## config.mk

```make
export PLATFORM = sky130hd
export DESIGN_NAME = region_map_decoder
export DESIGN_NICKNAME = d
export VERILOG_FILES = /design/src/rtl/region_map_pkg.sv /design/src/rtl/rgn_stage.sv /design/src/rtl/rgn_table.sv /design/src/rtl/rgn_match.sv /design/src/rtl/region_map_decoder.sv
export SDC_FILE = /design/constraint.sdc
export NUM_CORES = 2
export LEC_CHECK = 0
export BUFFER_PORTS_ARGS = -buffer_cell sky130_fd_sc_hd__buf_2
export CORE_MARGIN = 2
export CORE_UTILIZATION = 60
export DETAILED_ROUTE_END_ITERATION = 10
export HOLD_SLACK_MARGIN = 0.1
export PLACE_DENSITY = 0.77
export REMOVE_ABC_BUFFERS = 1
export SLEW_MARGIN = 40
export SYNTH_ARGS = -nofsm -noshare
export SYNTH_HDL_FRONTEND = slang
export SYNTH_SLANG_ARGS = --single-unit
export TNS_END_PERCENT = 20
```

## constraint.sdc

```tcl
create_clock -name clk_i -period 5.98 [get_ports clk_i]
set_input_delay 1.495 -clock clk_i [delete_from_list [all_inputs] [get_ports clk_i]]
set_output_delay 1.495 -clock clk_i [all_outputs]
set_load 0.1 [all_outputs]
```

## src/rtl/region_map_pkg.sv

```systemverilog
package region_map_pkg;
  localparam int ADDR_W  = 52;
  localparam int LIM_LSB = 26;
  localparam int LIM_W   = ADDR_W - LIM_LSB;
  localparam int FLAG_W  = 10;
  localparam int SUB_W   = 4;
  localparam int ATTR_W  = FLAG_W + SUB_W;
  localparam int STG_W   = 64;

  // staging field positions
  localparam int POS_IDX = 0;
  localparam int POS_WEN = 6;
  localparam int POS_VLD = 7;
  localparam int POS_SUB = 8;
  localparam int POS_FLG = 15;
  localparam int POS_LIM = LIM_LSB;

  typedef struct packed {
    logic              vld;
    logic [LIM_W-1:0]  lim;
    logic [FLAG_W-1:0] flg;
    logic [SUB_W-1:0]  sub;
  } rgn_ent_t;

  function automatic logic [STG_W-1:0] stg_mask(input int idx_w);
    logic [STG_W-1:0] m;
    m = '0;
    for (int b = 0; b < STG_W; b++) begin
      if ((b >= POS_IDX && b < POS_IDX + idx_w) ||
          (b >= POS_WEN && b < POS_SUB + SUB_W) ||
          (b >= POS_FLG && b < POS_FLG + FLAG_W) ||
          (b >= POS_LIM && b < POS_LIM + LIM_W))
        m[b] = 1'b1;
    end
    return m;
  endfunction
endpackage

```

## src/rtl/rgn_stage.sv

```systemverilog
module rgn_stage
  import region_map_pkg::*;
#(
  parameter int IDX_W = 5
) (
  input  logic             clk_i,
  input  logic             rst_ni,
  input  logic             we_i,
  input  logic [STG_W-1:0] wdata_i,
  output logic [STG_W-1:0] rdata_o,
  output logic             commit_o,
  output logic [IDX_W-1:0] idx_o,
  output rgn_ent_t         ent_o
);
  localparam logic [STG_W-1:0] MASK = stg_mask(IDX_W);

  logic [STG_W-1:0] stg_q;
  logic             wen_d_q;

  always_ff @(posedge clk_i or negedge rst_ni) begin
    if (!rst_ni) begin
      stg_q   <= '0;
      wen_d_q <= 1'b0;
    end else begin
      wen_d_q <= stg_q[POS_WEN];
      if (we_i) stg_q <= wdata_i & MASK;
      else      stg_q[POS_WEN] <= 1'b0;
    end
  end

  assign commit_o  = stg_q[POS_WEN] & ~wen_d_q;
  assign rdata_o   = stg_q;
  assign idx_o     = stg_q[POS_IDX +: IDX_W];
  assign ent_o.vld = stg_q[POS_VLD];
  assign ent_o.lim = stg_q[POS_LIM +: LIM_W];
  assign ent_o.flg = stg_q[POS_FLG +: FLAG_W];
  assign ent_o.sub = stg_q[POS_SUB +: SUB_W];

  p_wen_self_clear_r3: assert property (@(posedge clk_i) disable iff (!rst_ni)
    (stg_q[POS_WEN] && !we_i) |=> !stg_q[POS_WEN]);
  p_commit_pulse_r2: assert property (@(posedge clk_i) disable iff (!rst_ni)
    commit_o |=> !commit_o);
  p_commit_needs_write_r2: assert property (@(posedge clk_i) disable iff (!rst_ni)
    !we_i |=> !commit_o);
  p_reserved_zero_r10: assert property (@(posedge clk_i) disable iff (!rst_ni)
    (rdata_o & ~MASK) == '0);
endmodule

```

## src/rtl/rgn_table.sv

```systemverilog
module rgn_table
  import region_map_pkg::*;
#(
  parameter int N_ENT = 20,
  parameter int IDX_W = 5
) (
  input  logic                 clk_i,
  input  logic                 rst_ni,
  input  logic                 commit_i,
  input  logic [IDX_W-1:0]     idx_i,
  input  rgn_ent_t             ent_i,
  output rgn_ent_t [N_ENT-1:0] tbl_o
);
  rgn_ent_t [N_ENT-1:0] tbl_q;
  logic     [N_ENT-1:0] sel;

  for (genvar n = 0; n < N_ENT; n++) begin : g_sel
    assign sel[n] = commit_i && (idx_i == IDX_W'(n));
  end

  always_ff @(posedge clk_i or negedge rst_ni) begin
    if (!rst_ni) begin
      for (int n = 0; n < N_ENT; n++) begin
        tbl_q[n].vld <= 1'b0;
        tbl_q[n].lim <= '1;
        tbl_q[n].flg <= '0;
        tbl_q[n].sub <= '0;
      end
    end else begin
      for (int n = 0; n < N_ENT; n++)
        if (sel[n]) tbl_q[n] <= ent_i;
    end
  end

  assign tbl_o = tbl_q;

  p_hold_r2: assert property (@(posedge clk_i) disable iff (!rst_ni)
    !commit_i |=> $stable(tbl_q));
  p_oob_ignore_r4: assert property (@(posedge clk_i) disable iff (!rst_ni)
    (commit_i && idx_i >= IDX_W'(N_ENT)) |=> $stable(tbl_q));
  p_sel_onehot_r2: assert property (@(posedge clk_i) disable iff (!rst_ni)
    $onehot0(sel));
endmodule

```

## src/rtl/rgn_match.sv

```systemverilog
module rgn_match
  import region_map_pkg::*;
#(
  parameter int N_ENT = 20,
  parameter int IDX_W = 5
) (
  input  logic                 clk_i,
  input  logic                 rst_ni,
  input  logic [ADDR_W-1:0]    addr_i,
  input  rgn_ent_t [N_ENT-1:0] tbl_i,
  output logic                 hit_o,
  output logic [IDX_W-1:0]     idx_o,
  output logic [ATTR_W-1:0]    attr_o,
  output logic                 cfg_err_o
);
  logic [LIM_W-1:0] a_lim;
  logic [N_ENT-1:0] hit_vec;
  logic [N_ENT-1:0] err_vec;

  assign a_lim = addr_i[ADDR_W-1:LIM_LSB];

  for (genvar n = 0; n < N_ENT; n++) begin : g_cmp
    if (n == 0) begin : g_first
      assign hit_vec[n] = tbl_i[n].vld && (a_lim <= tbl_i[n].lim);
      assign err_vec[n] = 1'b0;
    end else begin : g_rest
      assign hit_vec[n] = tbl_i[n].vld && (a_lim <= tbl_i[n].lim) &&
                          (a_lim > tbl_i[n-1].lim);
      assign err_vec[n] = tbl_i[n].vld &&
                          (!tbl_i[n-1].vld || (tbl_i[n].lim <= tbl_i[n-1].lim));
    end
  end

  // lowest index wins
  always_comb begin
    hit_o  = 1'b0;
    idx_o  = '0;
    attr_o = '0;
    for (int n = N_ENT - 1; n >= 0; n--) begin
      if (hit_vec[n]) begin
        hit_o  = 1'b1;
        idx_o  = IDX_W'(n);
        attr_o = {tbl_i[n].flg, tbl_i[n].sub};
      end
    end
  end

  assign cfg_err_o = |err_vec;

  p_miss_zero_r8: assert property (@(posedge clk_i) disable iff (!rst_ni)
    !hit_o |-> (idx_o == '0 && attr_o == '0));
  p_hit_valid_r12: assert property (@(posedge clk_i) disable iff (!rst_ni)
    hit_o |-> tbl_i[idx_o].vld);
  p_hit_upper_r5: assert property (@(posedge clk_i) disable iff (!rst_ni)
    hit_o |-> (a_lim <= tbl_i[idx_o].lim));
  p_hit_lower_r6: assert property (@(posedge clk_i) disable iff (!rst_ni)
    (hit_o && idx_o != '0) |-> (a_lim > tbl_i[idx_o - 1'b1].lim));
endmodule

```

## src/rtl/region_map_decoder.sv

```systemverilog
module region_map_decoder
  import region_map_pkg::*;
#(
  parameter int N_ENT = 20,
  parameter int IDX_W = 5
) (
  input  logic              clk_i,
  input  logic              rst_ni,
  input  logic              cfg_we_i,
  input  logic [STG_W-1:0]  cfg_wdata_i,
  output logic [STG_W-1:0]  cfg_rdata_o,
  input  logic [ADDR_W-1:0] lkp_addr_i,
  output logic              lkp_hit_o,
  output logic [IDX_W-1:0]  lkp_idx_o,
  output logic [ATTR_W-1:0] lkp_attr_o,
  output logic              cfg_err_o
);
  logic                 commit;
  logic [IDX_W-1:0]     stg_idx;
  rgn_ent_t             stg_ent;
  rgn_ent_t [N_ENT-1:0] tbl;

  rgn_stage #(.IDX_W(IDX_W)) u_stage (
    .clk_i    (clk_i),
    .rst_ni   (rst_ni),
    .we_i     (cfg_we_i),
    .wdata_i  (cfg_wdata_i),
    .rdata_o  (cfg_rdata_o),
    .commit_o (commit),
    .idx_o    (stg_idx),
    .ent_o    (stg_ent)
  );

  rgn_table #(.N_ENT(N_ENT), .IDX_W(IDX_W)) u_table (
    .clk_i    (clk_i),
    .rst_ni   (rst_ni),
    .commit_i (commit),
    .idx_i    (stg_idx),
    .ent_i    (stg_ent),
    .tbl_o    (tbl)
  );

  rgn_match #(.N_ENT(N_ENT), .IDX_W(IDX_W)) u_match (
    .clk_i     (clk_i),
    .rst_ni    (rst_ni),
    .addr_i    (lkp_addr_i),
    .tbl_i     (tbl),
    .hit_o     (lkp_hit_o),
    .idx_o     (lkp_idx_o),
    .attr_o    (lkp_attr_o),
    .cfg_err_o (cfg_err_o)
  );
endmodule

```

### Word level (Yosys, flattened, before mapping)

Cells that the tools add are included.

| storage, ports and cells | value |
|---|---|
| memories | 0 |
| latch bits | 0 |
| register bits | 868 |
| bits in read-only memories | 0 |
| memory bits (writable) | 0 |
| output and inout bits | 85 |
| bits of input ports | 119 |

| cells by class | value |
|---|---|
| divide/modulo/power cells | 0 |
| bitwise gates (word level) | 2 |
| add/subtract/negate cells | 0 |
| order comparisons | 58 |
| reduce and logical (&&, ||, !) cells | 118 |
| muxes and demuxes | 61 |
| equal/unequal tests | 19 |
| shift operators | 0 |
| multiply operators | 0 |

Operators with widths:

| kind | number |
|---|---|
| <= comparator 26 bit | 39 |
| greater-than comparator 26 bit | 19 |
| 2-to-1 mux 14 bit | 20 |
| 2-to-1 mux 5 bit | 20 |
| logical AND 1 bit | 78 |
| equality test 5 x 4 -> 1 bit, second input constant | 8 |
| 2-to-1 mux 1 bit | 21 |
| equality test 5 x 3 -> 1 bit, second input constant | 4 |
| equality test 5 bit, second input constant | 4 |
| logical NOT 1 bit | 19 |
| logical OR 1 bit | 19 |
| OR reduction 19 bit | 1 |
| equality test 5 x 2 -> 1 bit, second input constant | 2 |
| equality test 5 x 1 -> 1 bit, second input constant | 1 |
| logical NOT 5 bit | 1 |
| bitwise AND 1 bit | 1 |
| NOT 1 bit | 1 |

### Logic depth before layout (Yosys ltp)

| logic depth | value |
|---|---|
| word-level depth | 23 |
| mapped depth | 14 |

### By module

Synthesis repeated with hierarchy kept, for this count alone.

| unflattened totals | value |
|---|---|
| cell total of the unflattened synthesis | 5620 |
| area total of the unflattened synthesis | 61207.5 sq um |

By module, submodules not included:

| module | sequential area each (sq um) | area each (sq um) | instances | cells each |
|---|---|---|---|---|
| rgn_table | 21170.3 | 31541.5 | 1 | 1836 |
| rgn_match | 0.0 | 27298.7 | 1 | 3619 |
| rgn_stage | 1201.2 | 2367.3 | 1 | 165 |

### Worst setup path before layout

No wires, ideal clock.

| path | value |
|---|---|
| path type | input-to-output |
| from | input lkp_addr_i[26] |
| to | output lkp_idx_o[1] |
| setup slack | -1777 ps |
| path buffers | 1 |
| cell stages on the path | 13 |
| data required time | 4485 ps |
| data arrival time | 6262 ps |
| cell sequence | inv_1 -> ha_1 -> nand2b_1 -> a211oi_1 -> a2111oi_0 -> nor3b_1 -> a211o_1 -> nor2_1 -> clkbuf_1 -> o211ai_1 -> a31oi_1 -> o21bai_1 -> a311oi_1 |

| between the ends | value |
|---|---|
| longest elaborated chain between the ends | 23 |
| elaborated cells between the ends (all ways) | 98 |
| classes of those cells | order compare: 39; mux: 20; reduce/logical: 39 |

Ends and longest elaborated chain:

| element | line | source |
|---|---|---|
| start, declared | region_map_decoder.sv:12 | `input logic [ADDR_W-1:0] lkp_addr_i,` |
| <= comparator 26 bit | rgn_match.sv:27 | `assign hit_vec[n] = tbl_i[n].vld && (a_lim <= tbl_i[n].lim) &&` |
| logical AND 1 bit (2 in series) | rgn_match.sv:27 |  |
| 2-to-1 mux 5 bit (19 in series) | rgn_match.sv:40 | `if (hit_vec[n]) begin` |
| 2-to-1 mux 5 bit (*) | rgn_match.sv:40 |  |
| end, declared | region_map_decoder.sv:14 | `output logic [IDX_W-1:0] lkp_idx_o,` |

Every way passes the cells marked *; elsewhere a longest branch is shown, timed or not.

### Final worst setup path

| path | value |
|---|---|
| from | input lkp_addr_i[40] |
| to | output lkp_attr_o[8] |

| between the ends | value |
|---|---|
| longest elaborated chain between the ends | 23 |
| elaborated cells between the ends (all ways) | 98 |
| classes of those cells | order compare: 39; mux: 20; reduce/logical: 39 |

Ends and longest elaborated chain:

| element | line | source |
|---|---|---|
| <= comparator 26 bit | rgn_match.sv:27 |  |
| logical AND 1 bit (2 in series) | rgn_match.sv:27 |  |
| 2-to-1 mux 14 bit (19 in series) | rgn_match.sv:40 |  |
| 2-to-1 mux 14 bit (*) | rgn_match.sv:40 |  |
| end, declared | region_map_decoder.sv:15 | `output logic [ATTR_W-1:0] lkp_attr_o,` |

Marks and branches as above.

==> summary.txt <==
Yosys
  • EDFF count, synth: 0
  • Sequential-to-total area share from yosys stat: 37.1%
  • Largest area contributor in the netlist: dfstp_2
  • Synth Cell Area: 60300 sq um
  • YS warnings: 0
  • Area contributors post-synth: dfstp_2, ha_1, dfrtp_1, mux2_2, inv_1
  • Top_reg_cell synth: dfstp_2
  • Flops & latches, synth: slightly below 900
  • Ys async rst share: 100%
  • Syn Area/Cell: 10.4 sq um
  • Count leader, synth: ha_1
  • Post-Syn Instances: 5806
  • Synth top cells by count: ha_1, mux2_2, inv_1
  • Synth top area share: 22.7%
  • Distinct cells, synth: 87

Power and ir drop
  • Internal Power: between 15 and 20 mW
  • Clk network pwr share: around 24%
  • Peak VDD IR: roughly 590 uV
  • Leak pwr: approximately 33 nW
  • Pwr Total: 27.3 mW
  • Sequential share of power: between 30% and 40%
  • Logic gate share of total power: between 40% and 50%
  • Net Sw Power: approximately 11 mW
  • Sw Share: around two fifths
  • Pwr dens: about 370 nW/um^2

Hold path
  • Hold WC Path Type: reg2reg
  • Hold Crit Start: u_stage.rdata_o[6]

Finish
  • Fin area: 73100 sq um
  • Ratio of cells with drive above 1 in the final layout: 37.3%
  • Fill cells: a little under 7000
  • Nets: 7551
  • Layout area overhead: 21.3%

Status
  • Failing checks: setup timing
  • Outcome: complete, but fails checks

Timing
  • Final Critical Period: about 6.6 ns
  • Setup ws final: -0.632 ns
  • Fin. Hold Viols: 0
  • Skew final: 0.0459 ns
  • Relative slew slack: a little under two fifths
  • Final Max Tran Viols: 0
  • Setup TNS: -10.51 ns
  • Final hold slack: 0.430 ns
  • Max Clock Freq: between 0.15 and 0.2 GHz
  • Period Utilization, post-route: 111%
  • RSZ-0062 raised after global routing: yes
  • Worst slew pin tran: between 0.9 and 1 ns
  • Final setup viols: 21

Critical path
  • Crit. End Element: output pin
  • Reg2Reg Capture Point: u_table.tbl_o[245]
  • FF-to-FF Start: u_stage.rdata_o[4]
  • Crit path DAT: about 5 ns
  • Max FO, Critical Path: 5
  • CP endpoint: lkp_attr_o[8]
  • Reg2Reg Setup Slack: between 2 and 3 ns
  • Crit path launch type: primary input
  • Crit path from: lkp_addr_i[40]
  • R2R depth: 5
  • Worst Path Class, Setup: in2out
  • Data required, critical path: 4.49 ns

Placed design
  • Detailed Place HPWL: approximately 160000 um
  • Pre-CTS setup slack: -1.24 ns
  • Post-place instance area: roughly 67000 sq um
  • Port Buffer Count: 143
  • Routability-driven placement congestion ratio: 1.04

Routing
  • Routed Wire Length: about 220000 um
  • Wire length per cell: approximately 28 um
  • Final ANT Viol Nets: 0
  • Initial DRC count: approximately 4600
  • Initial DRT Pass Iterations: 8
  • Via Count: 51600
  • Vias per cell: about 6.6
  • Remaining DRCs: 0

Die
  • # IOs: approximately 200
  • Die Ht: ~320 um
  • Row count: ~120
  • Initial core utilization: approximately three fifths
  • Chip width: between 300 and 400 um
  • Die area: about 100000 sq um
  • Core box area: between 90000 and 100000 sq um

Clock network
  • CTS max path bufs: 3
  • CTS Sinks: slightly below 900
  • CTS tree: done
  • Cts-stage hold buffer count: 0
  • H-tree levels: 3
  • Clk_lat worst skew: approximately 0.73 ns
  • Worst-path clk slew: around 0.06 ns
  • Root buffer cell: clkbuf_16
  • CTS buffer count: 97

Global route
  • Gr ovfl total: 0
  • Overall Global Routing Usage: between 40% and 50%
  • Number of global-route vias before repair: 53300
  • First-pass GRT wire length: between 300000 and 400000 um
  • Initial antenna violation count: 12
  • Largest net degree at the start of global routing: roughly 110

Job
  • Max_cap viols: 0
[cell type report]
type / instances / area [sq um] / area share (%)
multi-input cells: 4113 / 36600 / 50.1
well taps: 1298 / 1620 / 2.22
clock inverters: 46 / 726 / 0.993
clock buffers: 138 / 2800 / 3.83
inverters: 591 / 2220 / 3.03
repair buffers: 747 / 6740 / 9.22
flip-flops and latches: 868 / 22400 / 30.6
diodes: 3 / 7.51 / 0.0103
[worst max-delay path, cell delays in order]
cell	delay (ns)
buf_6	0.12
buf_12	0.14
ha_1	0.28
nand4_1	0.25
nor3_4	0.38
nand3_1	0.11
buf_4	0.17
o31a_1	0.14
a31o_2	0.26
and3_4	0.20
buf_12	0.14
a2111oi_4	0.27
buf_4	0.16
nor4b_4	0.20
o211ai_1	0.19
a31oi_1	0.26
buf_4	0.16
buf_12	0.16
[what timing repair did]
action                     CTS  global route
setup endpoints to repair   21            21
pin swaps                  163            32
setup buffers               62             7
gates cloned                 5             0
gates resized for setup    462            43
hold endpoints to repair     0             0
[layer usage]
metal	vias up	GRT usage, %	part of all wire, %
li1	22500	-	-
met1	25400	48.9	37
met2	2645	65.9	45
met3	911	9.21	8.9
met4	8	33.3	9.3
met5	-	0	0.024
[state kept, by name, summed over array words and instances (netlist names)]
name / count
u_table.tbl_o: 820
u_stage.rdata_o: 47
u_stage.wen_d_q: 1
[logic make-up (layout without fill, tap and decap cells)]
family / after synthesis / after routing / synth area share [%]
adder cells (fa/ha/maj): 1014 / 1014 / 21.1
flip-flops: 868 / 868 / 37.1
AND/OR/NAND/NOR: 1127 / 1127 / 9.52
other: 1 / 20 / 0.00622
AO/OA/AOI/OAI: 1245 / 1245 / 13.6
multiplexers: 710 / 710 / 13.3
buffers and inverters: 841 / 1522 / 5.40
[through the flow]
step / instances / util (%)
2_1_floorplan: 5572 / -
3_3_place_gp: 7544 / 66.6
3_5_place_dp: 7547 / 66.6
4_1_cts: 7792 / 72.9
5_1_grt: 7801 / 73.2
6_report: 7804 / 73.2
[how the worst min path moves through the flow]
stage | to | slack, ns | cells past startpoint
after floorplan | u_table.tbl_o[376] | 0.47 | 1
after global placement | u_stage.wen_d_q | 0.44 | 0
after detailed placement | u_stage.wen_d_q | 0.43 | 0
after CTS | u_stage.wen_d_q | 0.44 | 0
after global routing | u_stage.wen_d_q | 0.45 | 0
final | u_stage.wen_d_q | 0.43 | 0
[cell usage in the layout, fill, tap and decap left out, types with 18 or more instances in the layout]
cell         n
ha_4        47
buf_12      73
a221oi_1    31
a21o_1     142
nor2b_1     62
dfrtp_1    348
nand2b_1    35
o21ai_0    305
nand4_1    203
a211oi_1    58
ha_1       963
nor2_1     125
mux2_2     706
o21a_1      53
buf_2       96
and4_1      20
nor4_1      18
dfstp_2    520
buf_6       59
a21oi_1    247
nor3_1      54
inv_1      591
buf_4      498
nand2_1    336
o211ai_1    47
o21ai_1     20
a211o_1     21
clkbuf_1    20
nand3_1    103
clkbuf_8    20
nor3_2      18
clkbuf_16   98
a221o_1     28
[power groups by stage]
stage | clock (mW) | combinational [mW] | sequential [mW]
after detailed placement | 0 | 11.1 | 8.46
after global placement | 0 | 10.7 | 8.39
final | 6.62 | 12.2 | 8.45
after floorplan | 0 | 6.60 | 8.36
after global routing | 6.90 | 13.1 | 8.55
after CTS | 6.64 | 11.8 | 8.38
Note: power is estimated with default switching activity, not from simulation.
